File: src/rtl/cdm_pkg.sv
// Package: shared types for the edge delay meter.
// Assumes: nothing; holds only the pairing-machine state encoding.
package cdm_pkg;

    // Pairing machine: waiting for a reference edge, or for a signal edge.
    typedef enum logic {
        ST_WAIT_REF = 1'b0,
        ST_WAIT_SIG = 1'b1
    } cdm_state_e;

endpackage

File: src/rtl/cdm_edge_det.sv
// Module: cdm_edge_det
// Detects an active edge on each lane by comparing the lane with its value
// on the previous sample. A per-lane polarity bit selects rising (1) or
// falling (0) edges.
// Assumes: the inputs are already synchronous to clk. The previous-sample
// register keeps tracking during reset, so the first sample after reset only
// shows a real change.
module cdm_edge_det #(
    parameter int LANES = 2
) (
    input  logic             clk,
    input  logic [LANES-1:0] din_i,
    input  logic [LANES-1:0] rise_i,
    output logic [LANES-1:0] edge_o
);

    logic [LANES-1:0] prev_q;

    // Hold each lane's value from the previous sample.
    always_ff @(posedge clk) begin
        prev_q <= din_i;
    end

    // Per-lane edge qualification by the selected polarity.
    for (genvar g = 0; g < LANES; g++) begin : g_lane
        assign edge_o[g] = rise_i[g] ? (din_i[g] & ~prev_q[g])
                                     : (~din_i[g] & prev_q[g]);
    end

endmodule

File: src/rtl/cdm_idx_ctr.sv
// Module: cdm_idx_ctr
// Free-running sample index. It is 0 on the first sample after reset and
// advances by one on every sample, wrapping modulo 2^W.
// Assumes: one sample per clk cycle.
module cdm_idx_ctr #(
    parameter int W = 32
) (
    input  logic         clk,
    input  logic         rst_n,
    output logic [W-1:0] idx_o
);

    // Count samples since reset.
    always_ff @(posedge clk) begin
        if (!rst_n) idx_o <= '0;
        else        idx_o <= idx_o + 1'b1;
    end

endmodule

File: src/rtl/cdm_sat_ctr.sv
// Module: cdm_sat_ctr
// Saturating event counter with a registered one-cycle increment pulse.
// The pulse is raised only when the count actually changes.
// Assumes: at most one increment request per cycle.
module cdm_sat_ctr #(
    parameter int W = 16
) (
    input  logic         clk,
    input  logic         rst_n,
    input  logic         inc_i,
    output logic [W-1:0] cnt_o,
    output logic         pulse_o
);

    localparam logic [W-1:0] MAX = {W{1'b1}};

    logic at_max;
    assign at_max = (cnt_o == MAX);

    // Advance the count below saturation and flag each real step.
    always_ff @(posedge clk) begin
        if (!rst_n) begin
            cnt_o   <= '0;
            pulse_o <= 1'b0;
        end else begin
            pulse_o <= inc_i && !at_max;
            if (inc_i && !at_max) cnt_o <= cnt_o + 1'b1;
        end
    end


    sat_hold_chk: assert property (@(posedge clk) disable iff (!rst_n)
        (cnt_o == MAX) |=> (cnt_o == MAX));


    inc_step_chk: assert property (@(posedge clk) disable iff (!rst_n)
        pulse_o |-> (cnt_o == $past(cnt_o) + 1'b1));

endmodule

File: src/rtl/cdm_pair_fsm.sv
// Module: cdm_pair_fsm
// Two-state pairing machine. It pairs each reference edge with the next
// signal edge and computes the delay in samples. It also raises miss requests
// for unpaired edges. Each sample is evaluated once, with the same-sample
// combinations resolved as a sequential walk through the states would.
// Assumes: edges arrive as single-sample strobes aligned with idx_i.
module cdm_pair_fsm
    import cdm_pkg::*;
#(
    parameter int IDX_W = 32
) (
    input  logic             clk,
    input  logic             rst_n,
    input  logic             ref_edge_i,
    input  logic             sig_edge_i,
    input  logic [IDX_W-1:0] idx_i,
    output logic [IDX_W-1:0] dly_o,
    output logic             dly_vld_o,
    output logic             miss_ref_req_o,
    output logic             miss_sig_req_o
);

    cdm_state_e       state_q, state_d;
    logic [IDX_W-1:0] ref_idx_q;
    logic             sig_seen_q;
    logic             pair;
    logic             take_ref;
    logic [IDX_W-1:0] dly_d;

    // Decide this sample's action from the state and the edge pair.
    always_comb begin
        state_d        = state_q;
        pair           = 1'b0;
        take_ref       = 1'b0;
        dly_d          = '0;
        miss_ref_req_o = 1'b0;
        miss_sig_req_o = 1'b0;
        unique case (state_q)
            ST_WAIT_REF: begin
                if (ref_edge_i && sig_edge_i) begin
                    pair     = 1'b1;
                    take_ref = 1'b1;
                end else if (ref_edge_i) begin
                    take_ref = 1'b1;
                    state_d  = ST_WAIT_SIG;
                end else if (sig_edge_i && sig_seen_q) begin
                    miss_sig_req_o = 1'b1;
                end
            end
            ST_WAIT_SIG: begin
                if (sig_edge_i) begin
                    pair  = 1'b1;
                    dly_d = idx_i - ref_idx_q;
                    if (ref_edge_i) take_ref = 1'b1;
                    else            state_d  = ST_WAIT_REF;
                end else if (ref_edge_i) begin
                    miss_ref_req_o = 1'b1;
                end
            end
            default: state_d = ST_WAIT_REF;
        endcase
    end

    // Update the state, the recorded reference index and the signal history.
    always_ff @(posedge clk) begin
        if (!rst_n) begin
            state_q    <= ST_WAIT_REF;
            ref_idx_q  <= '0;
            sig_seen_q <= 1'b0;
        end else begin
            state_q <= state_d;
            if (take_ref) ref_idx_q  <= idx_i;
            if (pair)     sig_seen_q <= 1'b1;
        end
    end

    // Register the delay result and its one-cycle valid.
    always_ff @(posedge clk) begin
        if (!rst_n) begin
            dly_o     <= '0;
            dly_vld_o <= 1'b0;
        end else begin
            dly_vld_o <= pair;
            if (pair) dly_o <= dly_d;
        end
    end


    ref_arm_chk: assert property (@(posedge clk) disable iff (!rst_n)
        (state_q == ST_WAIT_REF && ref_edge_i && !sig_edge_i)
            |=> (state_q == ST_WAIT_SIG && !dly_vld_o));


    zero_delay_chk: assert property (@(posedge clk) disable iff (!rst_n)
        (state_q == ST_WAIT_REF && ref_edge_i && sig_edge_i)
            |=> (dly_vld_o && dly_o == '0 && state_q == ST_WAIT_REF));


    chain_rearm_chk: assert property (@(posedge clk) disable iff (!rst_n)
        (state_q == ST_WAIT_SIG && ref_edge_i && sig_edge_i)
            |=> (dly_vld_o && state_q == ST_WAIT_SIG));


    first_sig_chk: assert property (@(posedge clk) disable iff (!rst_n)
        (!sig_seen_q && state_q == ST_WAIT_REF) |-> !miss_sig_req_o);

endmodule

File: src/rtl/cdm_delay_meter.sv
// Module: cdm_delay_meter (top)
// Measures the delay in samples from each active reference edge to the next
// active signal edge. It counts unpaired edges of each input in saturating
// counters. All outputs are registered.
// Assumes: ref_i and sig_i are synchronous to clk. The polarity bits are
// sampled together with the data.
module cdm_delay_meter #(
    parameter int IDX_W  = 32,
    parameter int MISS_W = 16
) (
    input  logic              clk,
    input  logic              rst_n,
    input  logic              ref_i,
    input  logic              sig_i,
    input  logic              ref_rise_i,
    input  logic              sig_rise_i,
    output logic [IDX_W-1:0]  delay_o,
    output logic              delay_vld_o,
    output logic [MISS_W-1:0] miss_ref_cnt_o,
    output logic              miss_ref_inc_o,
    output logic [MISS_W-1:0] miss_sig_cnt_o,
    output logic              miss_sig_inc_o
);

    localparam int LANES   = 2;
    localparam int LANE_RF = 0;
    localparam int LANE_SG = 1;

    logic [LANES-1:0] edges;
    logic [IDX_W-1:0] idx;
    logic             miss_ref_req;
    logic             miss_sig_req;

    cdm_edge_det #(.LANES(LANES)) u_edge (
        .clk    (clk),
        .din_i  ({sig_i, ref_i}),
        .rise_i ({sig_rise_i, ref_rise_i}),
        .edge_o (edges)
    );

    cdm_idx_ctr #(.W(IDX_W)) u_idx (
        .clk   (clk),
        .rst_n (rst_n),
        .idx_o (idx)
    );

    cdm_pair_fsm #(.IDX_W(IDX_W)) u_fsm (
        .clk            (clk),
        .rst_n          (rst_n),
        .ref_edge_i     (edges[LANE_RF]),
        .sig_edge_i     (edges[LANE_SG]),
        .idx_i          (idx),
        .dly_o          (delay_o),
        .dly_vld_o      (delay_vld_o),
        .miss_ref_req_o (miss_ref_req),
        .miss_sig_req_o (miss_sig_req)
    );

    cdm_sat_ctr #(.W(MISS_W)) u_miss_ref (
        .clk     (clk),
        .rst_n   (rst_n),
        .inc_i   (miss_ref_req),
        .cnt_o   (miss_ref_cnt_o),
        .pulse_o (miss_ref_inc_o)
    );

    cdm_sat_ctr #(.W(MISS_W)) u_miss_sig (
        .clk     (clk),
        .rst_n   (rst_n),
        .inc_i   (miss_sig_req),
        .cnt_o   (miss_sig_cnt_o),
        .pulse_o (miss_sig_inc_o)
    );


    strobe_excl_chk: assert property (@(posedge clk) disable iff (!rst_n)
        $onehot0({delay_vld_o, miss_ref_inc_o, miss_sig_inc_o}));


    miss_ref_mono_chk: assert property (@(posedge clk) disable iff (!rst_n)
        miss_ref_inc_o |-> !delay_vld_o && $past(rst_n));

endmodule

File: config.mk
export PLATFORM = sky130hd
export DESIGN_NAME = cdm_delay_meter
export DESIGN_NICKNAME = d
export VERILOG_FILES = /design/src/rtl/cdm_pkg.sv /design/src/rtl/cdm_edge_det.sv /design/src/rtl/cdm_idx_ctr.sv /design/src/rtl/cdm_sat_ctr.sv /design/src/rtl/cdm_pair_fsm.sv /design/src/rtl/cdm_delay_meter.sv
export SDC_FILE = /design/constraint.sdc
export NUM_CORES = 1
export LEC_CHECK = 0
export BUFFER_PORTS_ARGS = -buffer_cell sky130_fd_sc_hd__buf_2
export CAP_MARGIN = 5
export CORE_ASPECT_RATIO = 1.2
export CORE_MARGIN = 5
export CORE_UTILIZATION = 55
export CTS_BUF_LIST = sky130_fd_sc_hd__clkbuf_16
export DETAILED_ROUTE_END_ITERATION = 8
export PLACE_DENSITY = 0.77
export SLEW_MARGIN = 5
export SYNTH_ARGS = -nofsm -noshare
export SYNTH_HDL_FRONTEND = slang
export SYNTH_SLANG_ARGS = --single-unit
File: constraint.sdc
create_clock -name clk -period 3.1 [get_ports clk]
set_input_delay 0.31 -clock clk [delete_from_list [all_inputs] [get_ports clk]]
set_output_delay 0.31 -clock clk [all_outputs]
set_load 0.01 [all_outputs]
---- Word level (Yosys, flattened, before mapping) ----
Index checks and enable logic that the tools add are counted.
storage, ports and cells
  logic and storage cells ................. 52
  flip-flop bits (word level) ............. 135
  input port bits ......................... 6
  output and inout port bits .............. 67
operators by class
  bitwise logic cells ..................... 9
  $add $sub $neg .......................... 4
  multiplexer cells ....................... 20
  eq/ne operators ......................... 2
  reduce and logical (&&, ||, !) cells .... 6
operators with widths
  operator               number
  $mux 32                2
  $add 16x1->16 const B  2
  $add 32x1->32 const B  1
  $eq 16x16->1 const B   2
  $sub 32x32->32         1
  $mux 1                 15
  $pmux 1 s2             3
  $not 1->1              5
  $and 1x1->1            4
  $logic_and 1x1->1      4
  $logic_not 1->1        2

---- Longest topological paths before layout ----
Gate-level depths: netlist of the first run.
  depth in word-level cells ............... 9
  depth in mapped cells ................... 11
  mapped depth without buffers ............ 11

---- Modules after synthesis ----
A second synthesis of the first run with hierarchy kept.
second synthesis, totals
  cells, all modules ...................... 916
  area, all modules ....................... 7379.6 um2
by module, submodules not included
  module        cells an instance  instances  seq. area each (um2)  area each (um2)
  cdm_pair_fsm  538                1          1341.3                4137.7
  cdm_sat_ctr   101                2          340.3                 847.1
  cdm_idx_ctr   168                1          640.6                 1466.4
  cdm_edge_det  8                  1          40.0                  81.3

---- Least setup slack after synthesis of the first run ----
Ideal clock, no wire load.
  path type ............................... register -> register
  from .................................... reg u_idx.idx_o[0]
  to ...................................... reg u_fsm.dly_o[30]
  cell stages (with the launch flop) ...... 12
  slack ................................... 617 ps
  clock period less this slack ............ 2483 ps
  library setup time ...................... 129 ps
  arrival time ............................ 2354 ps
  required time ........................... 2971 ps
  path buffers ............................ 0
  cells stage by stage .................... dfxtp_1 -> inv_1 -> ha_1 -> fa_1 -> nor2b_1 -> o31a_1 -> o21bai_1 -> a21o_1 -> o31ai_1 -> a21oi_1 -> mux2i_1 -> o21ai_0
between the ends
  word-level cells in the longest chain between the ends .. 3
RTL lines
  element                   RTL line            RTL
  start: declaration        cdm_idx_ctr.sv:10   output logic [W-1:0] idx_o
  start signal: assignment  cdm_idx_ctr.sv:16   else idx_o <= idx_o + 1'b1;
  $sub 32x32->32            cdm_pair_fsm.sv:53  dly_d = idx_i - ref_idx_q;
  $mux 32                   cdm_pair_fsm.sv:51  if (sig_edge_i) begin
  $mux 32                   cdm_pair_fsm.sv:38  unique case (state_q)
  end signal: assignment    cdm_pair_fsm.sv:84  if (pair) dly_o <= dly_d;
  end: declaration          cdm_pair_fsm.sv:17  output logic [IDX_W-1:0] dly_o,
Every way passes these cells.
A chain may end at the register's enable or synchronous reset.

---- Worst setup path after layout of the first run ----
Ends and elaborated chain as after synthesis.

==> results_dict.tcl, run 1 <==
set metrics [dict create \
    wl_per_cell_um 14.11 \
    core.rowCount 44 \
    core_region_area_um2 12170 \
    min-delay-start "ref_i" \
    pre_cts_ws_ns 0.3714 \
    crit_path_start_kind "flop" \
    synth_seq_cells 135 \
    synth_top_flop_cell "dfxtp_1" \
    synthArstFlopShare 0 \
    post_cts_buffers 0 \
    ios 73 \
    layout_common_cells "nor2_1, dfxtp_1, a21oi_1, buf_2, nand2_1" \
    top_layer "met4" \
    sw_frac_of_total 0.2247 \
    antenna_found_initial 0 \
    track_usage 0.2071 \
    via_per_inst 5.461 \
    combPwrFrac 0.070 \
    dieArea_um2 14880 \
    critPathRequiredTime_ns 3.39 \
    rsz0062_at_grt "false" \
    fin_skew_ns 0.007914 \
    drtIter0Drc 319 \
    final_common_cell "nor2_1" \
    synth_area_per_cell_um2 8.183 \
    drt-total-wl_mm 15.31 \
    hold_path_class "in2reg" \
    p_seq_frac 0.416 \
    synth_cell_types 65 \
    worst_slack_ns 0.3430 \
    p_switching_mw 0.9515 \
    syn_nets 883 \
    worstPathMaxFanout 5 \
    grt_max_degree 63 \
    num_vias 5925 \
    status "finished clean" \
    p_clk_frac 0.514 \
    clk_pin_slew_ns 0.06 \
    die_h_um 132.6 \
    final_area_um2 8014 \
    power_density_nw_per_um2 528.4 \
    yosys_warnings 0 \
    dp_hpwl_mm 10.68 \
    fin_total_pwr_mw 4.234 \
    m1WireLength_mm 6.921 \
    path_class "reg2reg" \
    drive_gt1_frac 0.1396 \
    max-cap-violations 0 \
    finalCritPeriodShare 0.8893 \
    relSlewSlack 0.4284 \
    cts-root-buf "clkbuf_16" \
    period_needed_ns 2.757 \
    cp-startpoint "u_idx.idx_o[0]" \
    grt_pass1_vias 5600 \
    fin_tns_setup_ns 0 \
    dr.pass1.iters 4 \
    setup_viol 0 \
    cts_sinks 135 \
    die_w_um 112.2 \
    start_util 0.5663 \
    worstPathArrival_ns 3.05 \
    area_growth_pct 16.31 \
    cellInternalPower_mw 3.283 \
    fmax_mhz 362.7 \
    final_net_count 953 \
    post-route-util 0.6587 \
    ir_drop_mv 0.3206 \
    cts_tree "yes" \
    gp_congestion 0.8572 \
    htree_levels 4 \
    ant_nets 0 \
    p_leak_nw 3.344 \
    postCtsHoldBufs 0 \
    drc 0 \
    drv_slew 0 \
    clk_latency_ns 0.42 \
    dpl_cell_area_um2 7382 \
    synth_edf_count 0 \
    synth_seq_area_share 0.3922 \
    cts_resized 0 \
    routed-wl-met2_mm 7.287 \
    synth.cell_area_um2 6890 \
    cts_buffers 17 \
    clockBufferDepth 2 \
    r2r_start "u_idx.idx_o[0]" \
    diodes 0 \
    grt_pass1_wl_mm 25.72 \
    synth_cells 842 \
    grt-ovfl-total 0 \
    hold_viol 0 \
    worst_slew_pin_slew_ns 0.8557 \
    met3_wirelength_um 863 \
    end_kind "flop" \
    port_buffers 72 \
]
cell families after synthesis:
kind of cell,share of synthesized area
simple gates,0.2232
compound gates,0.1834
flops,0.3922
buf+inv,0.04521
xor+xnor,0.08262
fa+ha+maj,0.06465
mux,0.008717
routing by layer:
metal,vias to the layer above,GRT usage
li1,3054,-
met1,2731,0.2590
met2,121,0.3459
met3,19,0.05756
met4,0,0.06546
met5,-,0
power by group through the flow:
stage | clock [mW] | sequential (mW) | combinational [mW]
2_1_floorplan | 0 | 1.80 | 0.228
3_3_place_gp | 0 | 1.80 | 0.294
3_5_place_dp | 0 | 1.80 | 0.296
4_1_cts | 2.20 | 1.76 | 0.299
5_1_grt | 2.29 | 1.76 | 0.330
6_report | 2.17 | 1.76 | 0.298
sequential cells by signal, indices dropped and copies added (netlist names):
register	count
u_miss_ref.cnt_o	16
u_miss_sig.pulse_o	1
u_fsm.dly_vld_o	1
u_miss_ref.pulse_o	1
u_fsm.dly_o	32
u_fsm.ref_idx_q	32
u_miss_sig.cnt_o	16
u_fsm.state_q	1
u_edge.prev_q	2
u_fsm.sig_seen_q	1
u_idx.idx_o	32
per-stage QoR:
stage	instances	hold WS, ns
2_1_floorplan	842	0.3377
3_3_place_gp	1054	0.4299
3_5_place_dp	1054	0.4363
4_1_cts	1085	0.01056
5_1_grt	1085	0.009157
6_report	1085	0.02101
synthesized netlist by cell type (all sizes together) (2+ instances only):
cell type	instances	share of area
a21oi	86	0.062
and2	8	0.0074
and3	12	0.011
a2bb2oi	2	0.0025
or2	2	0.0018
nand3b	2	0.0040
a21o	15	0.016
nor3	10	0.0087
xor2	31	0.039
a211oi	6	0.0084
clkbuf	24	0.015
xnor2	34	0.043
buf	3	0.0040
o21ai	50	0.036
nor2	143	0.078
and4	5	0.0074
nand2	54	0.029
o31ai	4	0.0044
o21bai	6	0.0065
nand3	32	0.023
inv	49	0.027
a21boi	3	0.0033
nor4	5	0.0067
dfxtp	135	0.39
or3	18	0.016
nand4	12	0.013
nand2b	6	0.0058
a32o	2	0.0029
ha	34	0.062
a31oi	4	0.0045
mux2i	6	0.0087
o211ai	2	0.0022
o21a	8	0.0087
a22oi	9	0.0098
nor3b	2	0.0029
nor2b	6	0.0054
critical path: stages, from the launching register on:
cell and delay [ns]:
dfxtp_1 0.38, inv_1 0.11, ha_1 0.23, fa_1 0.41
nor2b_1 0.16, o31a_1 0.20, o21bai_1 0.14, a21o_1 0.24
o31ai_1 0.36, a21oi_1 0.18, mux2i_1 0.16, o21ai_0 0.08
cell type report:
type	instances	area, um^2
clock buffers	17	425.4
clock inverters	14	206.4
fillers	1055	4153
inverters	49	185.2
multi-input cells	631	3887
flip-flops and latches	135	2703
well taps	161	201.4
repair buffers	78	405.4
final timing paths:
kind,endpoint,slack [ns],depth (start not counted)
max reg2reg,u_fsm.dly_o[30],0.34,11
max,u_fsm.dly_o[30],0.34,11
min reg2reg,u_fsm.dly_o[15],0.44,2
min,u_edge.prev_q[0],0.02,1
Note: power is estimated with default switching activity, not from simulation.
==> run 2, diff against run 1 <==
--- a/config.mk
+++ b/config.mk
@@ -8,11 +8,11 @@
 export BUFFER_PORTS_ARGS = -buffer_cell sky130_fd_sc_hd__buf_2
 export CAP_MARGIN = 5
 export CORE_ASPECT_RATIO = 1.2
-export CORE_MARGIN = 5
+export CORE_MARGIN = 3
 export CORE_UTILIZATION = 55
 export CTS_BUF_LIST = sky130_fd_sc_hd__clkbuf_16
 export DETAILED_ROUTE_END_ITERATION = 8
-export PLACE_DENSITY = 0.77
+export PLACE_DENSITY = 0.84
 export SLEW_MARGIN = 5
 export SYNTH_ARGS = -nofsm -noshare
 export SYNTH_HDL_FRONTEND = slang
==> run 2 against run 1 <==
  * Count of clock-buffer cells in the layout did not move
  * Die area fell by 6.5%
  * Sequential power barely moved
  * Clock power fell by 8%
  * Combinational power barely moved
  * Sequential share of layout area rose by 0.13 points
  * Utilization fell by 0.25 points
  * Global-route usage rose by 1.6 points
  * Maximum frequency fell by 0.50%
  * First-iteration DRC count fell by 19%
  * Routed wire length fell by 3.2%
  * Critical path type unchanged
  * Critical endpoint unchanged
  * Highest routed layer unchanged
==> results_dict.tcl, run 2 (synthesis gave the netlist of run 1 again) <==
set metrics [dict create \
    clk_pin_slew_ns 0.06 \
    crit_chain "inv_1, ha_1, fa_1, nor2b_1, o31a_1, o21bai_1, a21o_1, o31ai_1, a21oi_1, mux2i_1, o21ai_0" \
    worst_slew_pin_slew_ns 0.8853 \
    cp_slowest_cell "fa_1" \
    max-cap-violations 0 \
    crit_path_start_kind "flop" \
    postCtsHoldBufs 0 \
    cts_buffers 17 \
    status "finished clean" \
    n_fill_cell 1041 \
    dr.pass1.iters 5 \
    via_per_inst 5.517 \
    antenna_found_initial 0 \
    rsz0062_at_grt "false" \
    period_needed_ns 2.771 \
    post_cts_buffers 0 \
    wl_per_cell_um 13.67 \
    die_h_um 128.6 \
    grt_pass1_wl_mm 25.36 \
    hold_path_class "in2reg" \
    timing.hold.ws_ns 0.01971 \
    cts_resized 0 \
    ir_drop_mv 0.3202 \
    end_kind "flop" \
    seq_area_um2 2703 \
    final_net_count 952 \
    reg.largest.list "u_fsm.dly_o (32), u_fsm.ref_idx_q (32), u_idx.idx_o (32)" \
    setup_viol 0 \
    htree_levels 4 \
    port_buffers 72 \
    track_usage 0.2232 \
    fmax_mhz 360.9 \
    relSlewSlack 0.4086 \
    cts_tree "yes" \
    drtIter0Drc 257 \
    worstPathArrival_ns 3.07 \
    grt-ovfl-total 0 \
    cts-root-buf "clkbuf_16" \
    path_class "reg2reg" \
    critPathMaxStageDelay_ns 0.41 \
    drv_slew 0 \
    core_region_area_um2 12170 \
    drive_gt1_frac 0.1387 \
    clockBufferDepth 2 \
    layout_common_cells "nor2_1, dfxtp_1, a21oi_1, buf_2, nand2_1" \
    start_util 0.5663 \
    multi_input_area_um2 3887 \
    grt_pass1_vias 5568 \
    diodes 0 \
    cts_sinks 135 \
    worstPathMaxFanout 5 \
    drc 0 \
    ant_nets 0 \
    p_leak_nw 3.331 \
    cp-startpoint "u_idx.idx_o[0]" \
    area_growth_pct 15.87 \
    drt-total-wl_mm 14.82 \
    hold_viol 0 \
    grt_max_degree 110 \
    dp_hpwl_mm 10.48 \
    die_w_um 108.2 \
    dieArea_um2 13910 \
    ios 73 \
    final_common_cell "nor2_1" \
    min-delay-start "ref_i" \
    power_density_nw_per_um2 508.7 \
    critPathRequiredTime_ns 3.40 \
    clk_latency_ns 0.42 \
    fin_tns_setup_ns 0 \
    gp_congestion 0.8537 \
    finalCritPeriodShare 0.8939 \
    core.rowCount 44 \
    r2r_start "u_idx.idx_o[0]" \
    num_vias 5980 \
    fin_skew_ns 0.008150 \
]
-- run 2: metrics by stage --
step | instance area, um^2 | setup slack (ns) | instances | total power [mW] | utilization
final | 7984 | 0.3291 | 1084 | 4.062 | 0.6562
after floorplan | 6890 | 0.6172 | 842 | 2.028 | -
after global placement | 7398 | 0.4191 | 1053 | 2.094 | 0.6081
after global routing | 7984 | 0.02896 | 1084 | 4.202 | 0.6562
after detailed placement | 7398 | 0.3512 | 1053 | 2.098 | 0.6081
after CTS | 7984 | 0.3347 | 1084 | 4.093 | 0.6562
-- run 2: critical path: cells and delay by family (launching register included) --
family	cells	cell delay [ns]
adder cells (fa/ha/maj)	2	0.64
buffers and inverters	1	0.11
flip-flops	1	0.39
AO/OA/AOI/OAI	6	1.20
multiplexers	1	0.16
AND/OR/NAND/NOR	1	0.15
-- run 2: final cells by class --
class                   instances  area share
inverters                      49     0.02304
clock buffers                  17     0.05328
flip-flops and latches        135      0.3385
repair buffers                 77     0.05297
multi-input cells             631      0.4869
clock inverters                14     0.02006
well taps                     161     0.02523
-- run 2: power by group --
part	leakage (nW)	internal (mW)	switching [mW]	total, mW
Combinational	1.96	0.122	0.179	0.301
Sequential	1.09	1.75	0.0119	1.76
Clock	0.281	1.25	0.748	2.00
-- run 2: final timing paths --
check                           slack, ns  cells after the start               end
worst max-delay path                 0.33                     11   u_fsm.dly_o[30]
worst min-delay path                 0.02                      1  u_edge.prev_q[0]
worst max register to register       0.33                     11   u_fsm.dly_o[30]
worst min register to register       0.44                      2   u_fsm.dly_o[16]
-- run 2: routing by layer --
layer | track usage | wire length (um) | vias to the layer above
li1 | - | - | 3058
met1 | 0.2757 | 6488 | 2734
met2 | 0.3624 | 7037 | 149
met3 | 0.06573 | 922 | 39
met4 | 0.09658 | 373 | 0
met5 | 0 | 0 | -
